===== config.mk =====
export PLATFORM = sky130hd
export DESIGN_NAME = mdio_master_regs
export DESIGN_NICKNAME = d
export VERILOG_FILES = /design/src/rtl/mdiom_pkg.sv /design/src/rtl/mdiom_regs.sv /design/src/rtl/mdiom_clkdiv.sv /design/src/rtl/mdiom_engine.sv /design/src/rtl/mdio_master_regs.sv
export SDC_FILE = /design/constraint.sdc
export NUM_CORES = 1
export LEC_CHECK = 0
export ABC_AREA = 1
export BUFFER_PORTS_ARGS = -buffer_cell sky130_fd_sc_hd__buf_2
export CORE_ASPECT_RATIO = 0.5
export CORE_MARGIN = 3
export CORE_UTILIZATION = 50
export DETAILED_ROUTE_END_ITERATION = 12
export PLACE_DENSITY_LB_ADDON = 0.25
export SETUP_SLACK_MARGIN = 0.05
export SLEW_MARGIN = 5
export SYNTH_ARGS = -nofsm -noshare
export SYNTH_HDL_FRONTEND = slang
export SYNTH_SLANG_ARGS = --single-unit

===== constraint.sdc =====
create_clock -name clk -period 4.2 [get_ports clk]
set_input_delay 0.84 -clock clk [delete_from_list [all_inputs] [get_ports clk]]
set_output_delay 0.84 -clock clk [all_outputs]
set_load 0.02 [all_outputs]

===== src/rtl/mdiom_pkg.sv =====
package mdiom_pkg;

  localparam int FRAME_BITS     = 64;
  localparam int PRE_BITS       = 32;
  localparam int DATA_BITS      = 16;
  localparam int ADR_BITS       = 5;
  localparam int RD_RELEASE_IDX = 46;
  localparam int RD_DATA_IDX    = 48;

  localparam logic [3:0] OFS_CFG  = 4'h0;
  localparam logic [3:0] OFS_CTL  = 4'h4;
  localparam logic [3:0] OFS_WDAT = 4'h8;
  localparam logic [3:0] OFS_RDAT = 4'hC;

  localparam int CFG_EN_BIT  = 6;
  localparam int CTL_PHY_LSB = 24;
  localparam int CTL_REG_LSB = 16;
  localparam int CTL_RD_BIT  = 15;
  localparam int CTL_WR_BIT  = 14;
  localparam int CTL_GO_BIT  = 11;
  localparam int CTL_RDY_BIT = 7;

  typedef struct packed {
    logic                 is_rd;
    logic [ADR_BITS-1:0]  phy;
    logic [ADR_BITS-1:0]  regad;
    logic [DATA_BITS-1:0] wdata;
  } mdiom_txn_t;

  typedef enum logic [1:0] {
    ENG_IDLE,
    ENG_ARMED,
    ENG_FRAME,
    ENG_TAIL
  } mdiom_state_e;

endpackage


===== src/rtl/mdiom_regs.sv =====
module mdiom_regs
  import mdiom_pkg::*;
#(
  parameter int ADDR_W  = 4,
  parameter int DIV_W   = 6,
  parameter int DIV_RST = 29
) (
  input  logic                 clk,
  input  logic                 rst_n,
  input  logic                 reg_wen,
  input  logic [ADDR_W-1:0]    reg_addr,
  input  logic [31:0]          reg_wdata,
  output logic [31:0]          reg_rdata,
  input  logic                 eng_ready,
  input  logic                 eng_rd_done,
  input  logic [DATA_BITS-1:0] eng_rd_word,
  output logic [DIV_W-1:0]     cfg_div,
  output logic                 cfg_en,
  output logic                 eng_start,
  output mdiom_txn_t           eng_txn
);

  localparam int CFG_PAD = CFG_EN_BIT - DIV_W;

  logic [DIV_W-1:0]     div_q;
  logic                 en_q;
  logic [ADR_BITS-1:0]  phy_q;
  logic [ADR_BITS-1:0]  regad_q;
  logic                 op_rd_q;
  logic                 op_wr_q;
  logic [DATA_BITS-1:0] wdat_q;
  logic [DATA_BITS-1:0] rdat_q;

  logic hit_cfg, hit_ctl, hit_wdat;
  logic ctl_take;
  logic op_rd_in, op_wr_in, go_in;

  assign hit_cfg  = reg_wen && (reg_addr == ADDR_W'(OFS_CFG));
  assign hit_ctl  = reg_wen && (reg_addr == ADDR_W'(OFS_CTL));
  assign hit_wdat = reg_wen && (reg_addr == ADDR_W'(OFS_WDAT));

  assign op_rd_in = reg_wdata[CTL_RD_BIT];
  assign op_wr_in = reg_wdata[CTL_WR_BIT];
  assign go_in    = reg_wdata[CTL_GO_BIT];

  // a control write is only taken while the engine is idle
  assign ctl_take  = hit_ctl && eng_ready;
  assign eng_start = ctl_take && go_in && en_q && (op_rd_in ^ op_wr_in);

  assign eng_txn.is_rd = op_rd_in;
  assign eng_txn.phy   = reg_wdata[CTL_PHY_LSB +: ADR_BITS];
  assign eng_txn.regad = reg_wdata[CTL_REG_LSB +: ADR_BITS];
  assign eng_txn.wdata = wdat_q;

  always_ff @(posedge clk or negedge rst_n) begin
    if (!rst_n) begin
      div_q <= DIV_W'(DIV_RST);
      en_q  <= 1'b0;
    end else if (hit_cfg) begin
      div_q <= reg_wdata[DIV_W-1:0];
      en_q  <= reg_wdata[CFG_EN_BIT];
    end
  end

  always_ff @(posedge clk or negedge rst_n) begin
    if (!rst_n) begin
      phy_q   <= '0;
      regad_q <= '0;
      op_rd_q <= 1'b0;
      op_wr_q <= 1'b0;
    end else if (ctl_take) begin
      phy_q   <= reg_wdata[CTL_PHY_LSB +: ADR_BITS];
      regad_q <= reg_wdata[CTL_REG_LSB +: ADR_BITS];
      op_rd_q <= op_rd_in;
      op_wr_q <= op_wr_in;
    end
  end

  always_ff @(posedge clk or negedge rst_n) begin
    if (!rst_n) begin
      wdat_q <= '0;
    end else if (hit_wdat) begin
      wdat_q <= reg_wdata[DATA_BITS-1:0];
    end
  end

  always_ff @(posedge clk or negedge rst_n) begin
    if (!rst_n) begin
      rdat_q <= '0;
    end else if (eng_rd_done) begin
      rdat_q <= eng_rd_word;
    end
  end

  assign cfg_div = div_q;
  assign cfg_en  = en_q;

  logic [31:0] cfg_view;
  logic [31:0] ctl_view;

  generate
    if (CFG_PAD > 0) begin : g_cfg_pad
      assign cfg_view = {{(31 - CFG_EN_BIT){1'b0}}, en_q, {CFG_PAD{1'b0}}, div_q};
    end else begin : g_cfg_tight
      assign cfg_view = {{(31 - CFG_EN_BIT){1'b0}}, en_q, div_q};
    end
  endgenerate

  always_comb begin
    ctl_view = '0;
    ctl_view[CTL_PHY_LSB +: ADR_BITS] = phy_q;
    ctl_view[CTL_REG_LSB +: ADR_BITS] = regad_q;
    ctl_view[CTL_RD_BIT]  = op_rd_q;
    ctl_view[CTL_WR_BIT]  = op_wr_q;
    ctl_view[CTL_RDY_BIT] = eng_ready;
  end

  always_comb begin
    reg_rdata = '0;
    if (reg_addr == ADDR_W'(OFS_CFG)) begin
      reg_rdata = cfg_view;
    end else if (reg_addr == ADDR_W'(OFS_CTL)) begin
      reg_rdata = ctl_view;
    end else if (reg_addr == ADDR_W'(OFS_WDAT)) begin
      reg_rdata = {{(32 - DATA_BITS){1'b0}}, wdat_q};
    end else if (reg_addr == ADDR_W'(OFS_RDAT)) begin
      reg_rdata = {{(32 - DATA_BITS){1'b0}}, rdat_q};
    end
  end

endmodule


===== src/rtl/mdiom_clkdiv.sv =====
module mdiom_clkdiv #(
  parameter int DIV_W = 6
) (
  input  logic             clk,
  input  logic             rst_n,
  input  logic             en,
  input  logic [DIV_W-1:0] div,
  output logic             mdc,
  output logic             rise_evt,
  output logic             fall_evt
);

  logic [DIV_W-1:0] cnt_q;
  logic             wrap;

  // >= keeps the count bounded if the divisor shrinks mid-phase
  assign wrap     = en && (cnt_q >= div);
  assign rise_evt = wrap && !mdc;
  assign fall_evt = wrap && mdc;

  always_ff @(posedge clk or negedge rst_n) begin
    if (!rst_n) begin
      cnt_q <= '0;
      mdc   <= 1'b0;
    end else if (!en) begin
      cnt_q <= '0;
      mdc   <= 1'b0;
    end else if (wrap) begin
      cnt_q <= '0;
      mdc   <= ~mdc;
    end else begin
      cnt_q <= cnt_q + 1'b1;
    end
  end

endmodule


===== src/rtl/mdiom_engine.sv =====
module mdiom_engine
  import mdiom_pkg::*;
(
  input  logic                 clk,
  input  logic                 rst_n,
  input  logic                 start,
  input  mdiom_txn_t           txn,
  input  logic                 rise_evt,
  input  logic                 fall_evt,
  input  logic                 mdio_i,
  output logic                 mdio_o,
  output logic                 mdio_oe,
  output logic                 ready,
  output logic                 rd_done,
  output logic [DATA_BITS-1:0] rd_word
);

  localparam int IDX_W = $clog2(FRAME_BITS);
  localparam logic [IDX_W-1:0] LAST_IDX = IDX_W'(FRAME_BITS - 1);
  localparam logic [IDX_W:0]   REL_IDX  = (IDX_W + 1)'(RD_RELEASE_IDX);
  localparam logic [IDX_W-1:0] DAT_IDX  = IDX_W'(RD_DATA_IDX);

  mdiom_state_e          st_q;
  logic [FRAME_BITS-1:0] sh_q;
  logic [IDX_W-1:0]      idx_q;
  logic                  is_rd_q;
  logic [DATA_BITS-1:0]  cap_q;
  logic [IDX_W:0]        nxt_idx;

  function automatic logic [FRAME_BITS-1:0] build_frame(input mdiom_txn_t t);
    logic [1:0] op;
    logic [1:0] ta;
    logic [DATA_BITS-1:0] dat;
    op  = t.is_rd ? 2'b10 : 2'b01;
    ta  = 2'b10;
    dat = t.is_rd ? '0 : t.wdata;
    return {{PRE_BITS{1'b1}}, 2'b01, op, t.phy, t.regad, ta, dat};
  endfunction

  assign nxt_idx = {1'b0, idx_q} + 1'b1;

  always_ff @(posedge clk or negedge rst_n) begin
    if (!rst_n) begin
      st_q    <= ENG_IDLE;
      sh_q    <= '0;
      idx_q   <= '0;
      is_rd_q <= 1'b0;
      mdio_o  <= 1'b1;
      mdio_oe <= 1'b0;
      cap_q   <= '0;
    end else begin
      case (st_q)
        ENG_IDLE: begin
          if (start) begin
            sh_q    <= build_frame(txn);
            is_rd_q <= txn.is_rd;
            idx_q   <= '0;
            st_q    <= ENG_ARMED;
          end
        end
        ENG_ARMED: begin
          if (fall_evt) begin
            mdio_o  <= sh_q[FRAME_BITS-1];
            mdio_oe <= 1'b1;
            sh_q    <= {sh_q[FRAME_BITS-2:0], 1'b0};
            idx_q   <= '0;
            st_q    <= ENG_FRAME;
          end
        end
        ENG_FRAME: begin
          if (fall_evt) begin
            if (idx_q == LAST_IDX) begin
              mdio_o  <= 1'b1;
              mdio_oe <= 1'b0;
              st_q    <= ENG_TAIL;
            end else begin
              idx_q   <= nxt_idx[IDX_W-1:0];
              mdio_o  <= sh_q[FRAME_BITS-1];
              mdio_oe <= !(is_rd_q && (nxt_idx >= REL_IDX));
              sh_q    <= {sh_q[FRAME_BITS-2:0], 1'b0};
            end
          end else if (rise_evt && is_rd_q && (idx_q >= DAT_IDX)) begin
            cap_q <= {cap_q[DATA_BITS-2:0], mdio_i};
          end
        end
        ENG_TAIL: begin
          if (fall_evt) begin
            st_q <= ENG_IDLE;
          end
        end
        default: st_q <= ENG_IDLE;
      endcase
    end
  end

  assign ready   = (st_q == ENG_IDLE);
  assign rd_done = (st_q == ENG_TAIL) && fall_evt && is_rd_q;
  assign rd_word = cap_q;

endmodule


===== src/rtl/mdio_master_regs.sv =====
module mdio_master_regs
  import mdiom_pkg::*;
#(
  parameter int ADDR_W  = 4,
  parameter int DIV_W   = 6,
  parameter int DIV_RST = 29
) (
  input  logic              clk,
  input  logic              rst_n,
  input  logic              reg_wen,
  input  logic [ADDR_W-1:0] reg_addr,
  input  logic [31:0]       reg_wdata,
  output logic [31:0]       reg_rdata,
  output logic              mdc,
  input  logic              mdio_i,
  output logic              mdio_o,
  output logic              mdio_oe
);

  logic                 cfg_en;
  logic [DIV_W-1:0]     cfg_div;
  logic                 eng_start;
  mdiom_txn_t           eng_txn;
  logic                 eng_ready;
  logic                 eng_rd_done;
  logic [DATA_BITS-1:0] eng_rd_word;
  logic                 rise_evt;
  logic                 fall_evt;

  mdiom_regs #(
    .ADDR_W (ADDR_W),
    .DIV_W  (DIV_W),
    .DIV_RST(DIV_RST)
  ) u_regs (
    .clk        (clk),
    .rst_n      (rst_n),
    .reg_wen    (reg_wen),
    .reg_addr   (reg_addr),
    .reg_wdata  (reg_wdata),
    .reg_rdata  (reg_rdata),
    .eng_ready  (eng_ready),
    .eng_rd_done(eng_rd_done),
    .eng_rd_word(eng_rd_word),
    .cfg_div    (cfg_div),
    .cfg_en     (cfg_en),
    .eng_start  (eng_start),
    .eng_txn    (eng_txn)
  );

  mdiom_clkdiv #(
    .DIV_W(DIV_W)
  ) u_clkdiv (
    .clk     (clk),
    .rst_n   (rst_n),
    .en      (cfg_en),
    .div     (cfg_div),
    .mdc     (mdc),
    .rise_evt(rise_evt),
    .fall_evt(fall_evt)
  );

  mdiom_engine u_engine (
    .clk     (clk),
    .rst_n   (rst_n),
    .start   (eng_start),
    .txn     (eng_txn),
    .rise_evt(rise_evt),
    .fall_evt(fall_evt),
    .mdio_i  (mdio_i),
    .mdio_o  (mdio_o),
    .mdio_oe (mdio_oe),
    .ready   (eng_ready),
    .rd_done (eng_rd_done),
    .rd_word (eng_rd_word)
  );

endmodule


==> out/results.ini <==
[timing]
rsz0062_at_grt=no
layout_setup_ws_ns=1.181
hold_violations=0
period_minus_slack_ns=3.019
tightest_slew_ns=1.129
setup_tns_ns=0
drv_slew=0
post-route-period-util=0.7187
fmax_ghz=0.3313
slew_headroom=0.2468
skew_ns=0.01486
setup_viol=0

[synth]
synth_top_area_cell=dfrtp_1
ys_ff_latch=149
yosys_warnings=0
syn_area_per_cell_sq_um=7.967
synth_top_area_share=0.5054
synthTopCellsByArea=dfrtp_1, nand2_1, o21ai_0
ys.flop_type=dfrtp_1
yosysUniqueCellTypes=25
synth_edf_count=0
netlist_area_sq_um=7131
ys_async_sr_fraction=1.000
ys_seq_area_frac=0.5238
postSynthCellCount=895

[pwr]
power.density_nw_per_um2=705.0
peakVddDrop_mv=0.5311
p_leak_uw=0.004235

[hold_path]
hold_path_class=register to register

[global_routing]
grt_pass1_wl_microns=26900
grt_overflow=0
use_met1=0.2954
busiest_layer=met2
grt_usage=0.2067
grt_max_degree=93
antenna_found_initial=0
met3_usage=0.04198
first_global_vias=5518
use_met2=0.3239

[critical_path]
cp.arrival_ns=2.18
slowest_stage=nand2_1
endpoint_kind=output port
path_common_cell=nand2_1
critical_path.max_stage_delay_ns=0.39
crit_required_ns=3.36
cp-start-kind=primary input
crit_type=primary input to output port
worstPathCellList=buf_2 > inv_1 > nand2_1 > nor2_1 > nand2_1 > inv_1 > nand2_1 > o211ai_1 > buf_2
path_max_fanout=14

[drt]
drt_pass1_iterations=5
wl_per_cell_microns=13.40
route.detailed.drc=0
detail_route.iter0.violations=539
drt_wl_total_microns=15360
viasPerCell=5.047
vias=5784
ant_nets=0

[clock_network]
clock_latency_ns=0.42
cts_buffers=17
cts_max_level=4
cts_post_setup_buffers_inserted=0
post_cts_resized=0
cts_hold_buf=0
tritoncts=yes
clk_pin_slew_worst_paths_ns=0.06
cts.sinks=149
cts_max_path_buffers=2
cts-root-buf=clkbuf_16

[layout]
antennaDiodeCount=0
nets=994
fin_util=0.5935
finalNonFillerCells=1146
area_growth_pct=14.35
drive_above_1_share=0.1562

[die]
die_y_microns=90.45
start_util=0.5190
io_pins=75
core_area_sq_um=13740
rows=30
die-area_sq_um=15820
dieWidth_microns=174.9

[placed_design]
gp_congestion=0.7861
preCtsSetupSlack_ns=1.071
port_buffers=62
dp_cells=1114
post-dp-hpwl_microns=9643

[outcome]
status=complete, no violations

[job]
max_cap_violations=0

metal layers:
layer / wire length [microns] / vias up
met5: 0 / -
met2: 6988 / 133
met3: 688 / 16
li1: - / 2889
met1: 7543 / 2746
met4: 141 / 0
worst max-delay path: cells and delay by family:
kind                   cells  cell delay [ns]
AND/OR/NAND/NOR            4             0.67
AO/OA/AOI/OAI              1             0.11
buffers and inverters      4             0.55
cell usage after synthesis, types with 6 or more instances:
cell type	number
buf_4	14
or2_2	34
clkbuf_1	22
o221ai_1	6
buf_2	15
nand2_1	311
o21ai_0	82
ha_1	13
inv_1	92
nand3_1	79
dfrtp_1	144
a21oi_1	15
nor2_1	41
state kept, by name, summed over array words and instances, names as in the netlist, 2 cells and up:
name / cells
u_regs.cfg_div: 6
u_clkdiv.cnt_q: 6
u_engine.idx_q: 6
u_engine.st_q: 2
u_engine.sh_q: 64
u_regs.phy_q: 5
u_regs.wdat_q: 16
u_regs.regad_q: 5
u_regs.rdat_q: 16
u_engine.rd_word: 16
placed cells by master (no fill, tap or decap), drive strengths merged, types with 5 or more instances in the layout:
cell | netlist | routed
o221ai | 6 | 6
ha | 13 | 13
nor2 | 41 | 41
buf | 29 | 73
dfrtp | 144 | 144
nand2 | 311 | 311
conb | 1 | 6
o21ai | 82 | 82
dfstp | 5 | 5
nand3 | 80 | 80
inv | 92 | 100
or2 | 34 | 34
a21oi | 16 | 16
clkbuf | 22 | 17
cells by family (layout without fill, tap and decap cells):
logic type,after synthesis,count (layout),synth area share
AOI/OAI and AO/OA,109,109,0.08177
xor gates and xnor gates,6,6,0.007370
adders and majority gates,13,13,0.02281
buffers and inverters,144,198,0.08580
DFF,149,149,0.5238
other,1,6,0.0005259
and+or+nand+nor,473,473,0.2779
area by class of cell:
type                            count  area [sq um]
Fill cell                        1228          5584
Sequential cell                   149          3735
Multi-Input combinational cell    607          2829
Clock buffer                       17         425.4
Timing Repair Buffer               73         411.6
Inverter                           93         349.1
Tap cell                          192         240.2
Clock inverter                     15         163.9
report_power, final:
| part | total, uW | internal, uW | switching, uW |
|---|---|---|---|
| logic | 2140 | 732 | 1400 |
| clock network | 1520 | 843 | 673 |
| registers | 2100 | 1880 | 212 |
final timing paths:
check	endpoint	cells after the start	slack, ns	from
worst max-delay path	reg_rdata[14]	9	1.18	reg_addr[0]
worst min-delay path	u_engine.sh_q[31]	2	0.46	u_engine.sh_q[31]
min in group asynchronous	u_engine.sh_q[55]	1	0.48	rst_n
worst min register to register	u_engine.sh_q[31]	2	0.46	u_engine.sh_q[31]
max in group asynchronous	u_regs.cfg_div[0]	2	2.87	rst_n
worst max register to register	u_engine.sh_q[40]	11	1.48	u_regs.cfg_div[4]
metrics by stage:
stage | hold WS (ns) | power (uW) | area [sq um]
2_1_floorplan | 0.4345 | 3805 | 7149
3_3_place_gp | 0.4458 | 4191 | 7565
3_5_place_dp | 0.4508 | 4260 | 7565
4_1_cts | 0.4663 | 5795 | 8154
5_1_grt | 0.4856 | 6256 | 8154
6_report | 0.4634 | 5748 | 8154
(Power assumes the default switching activity.)
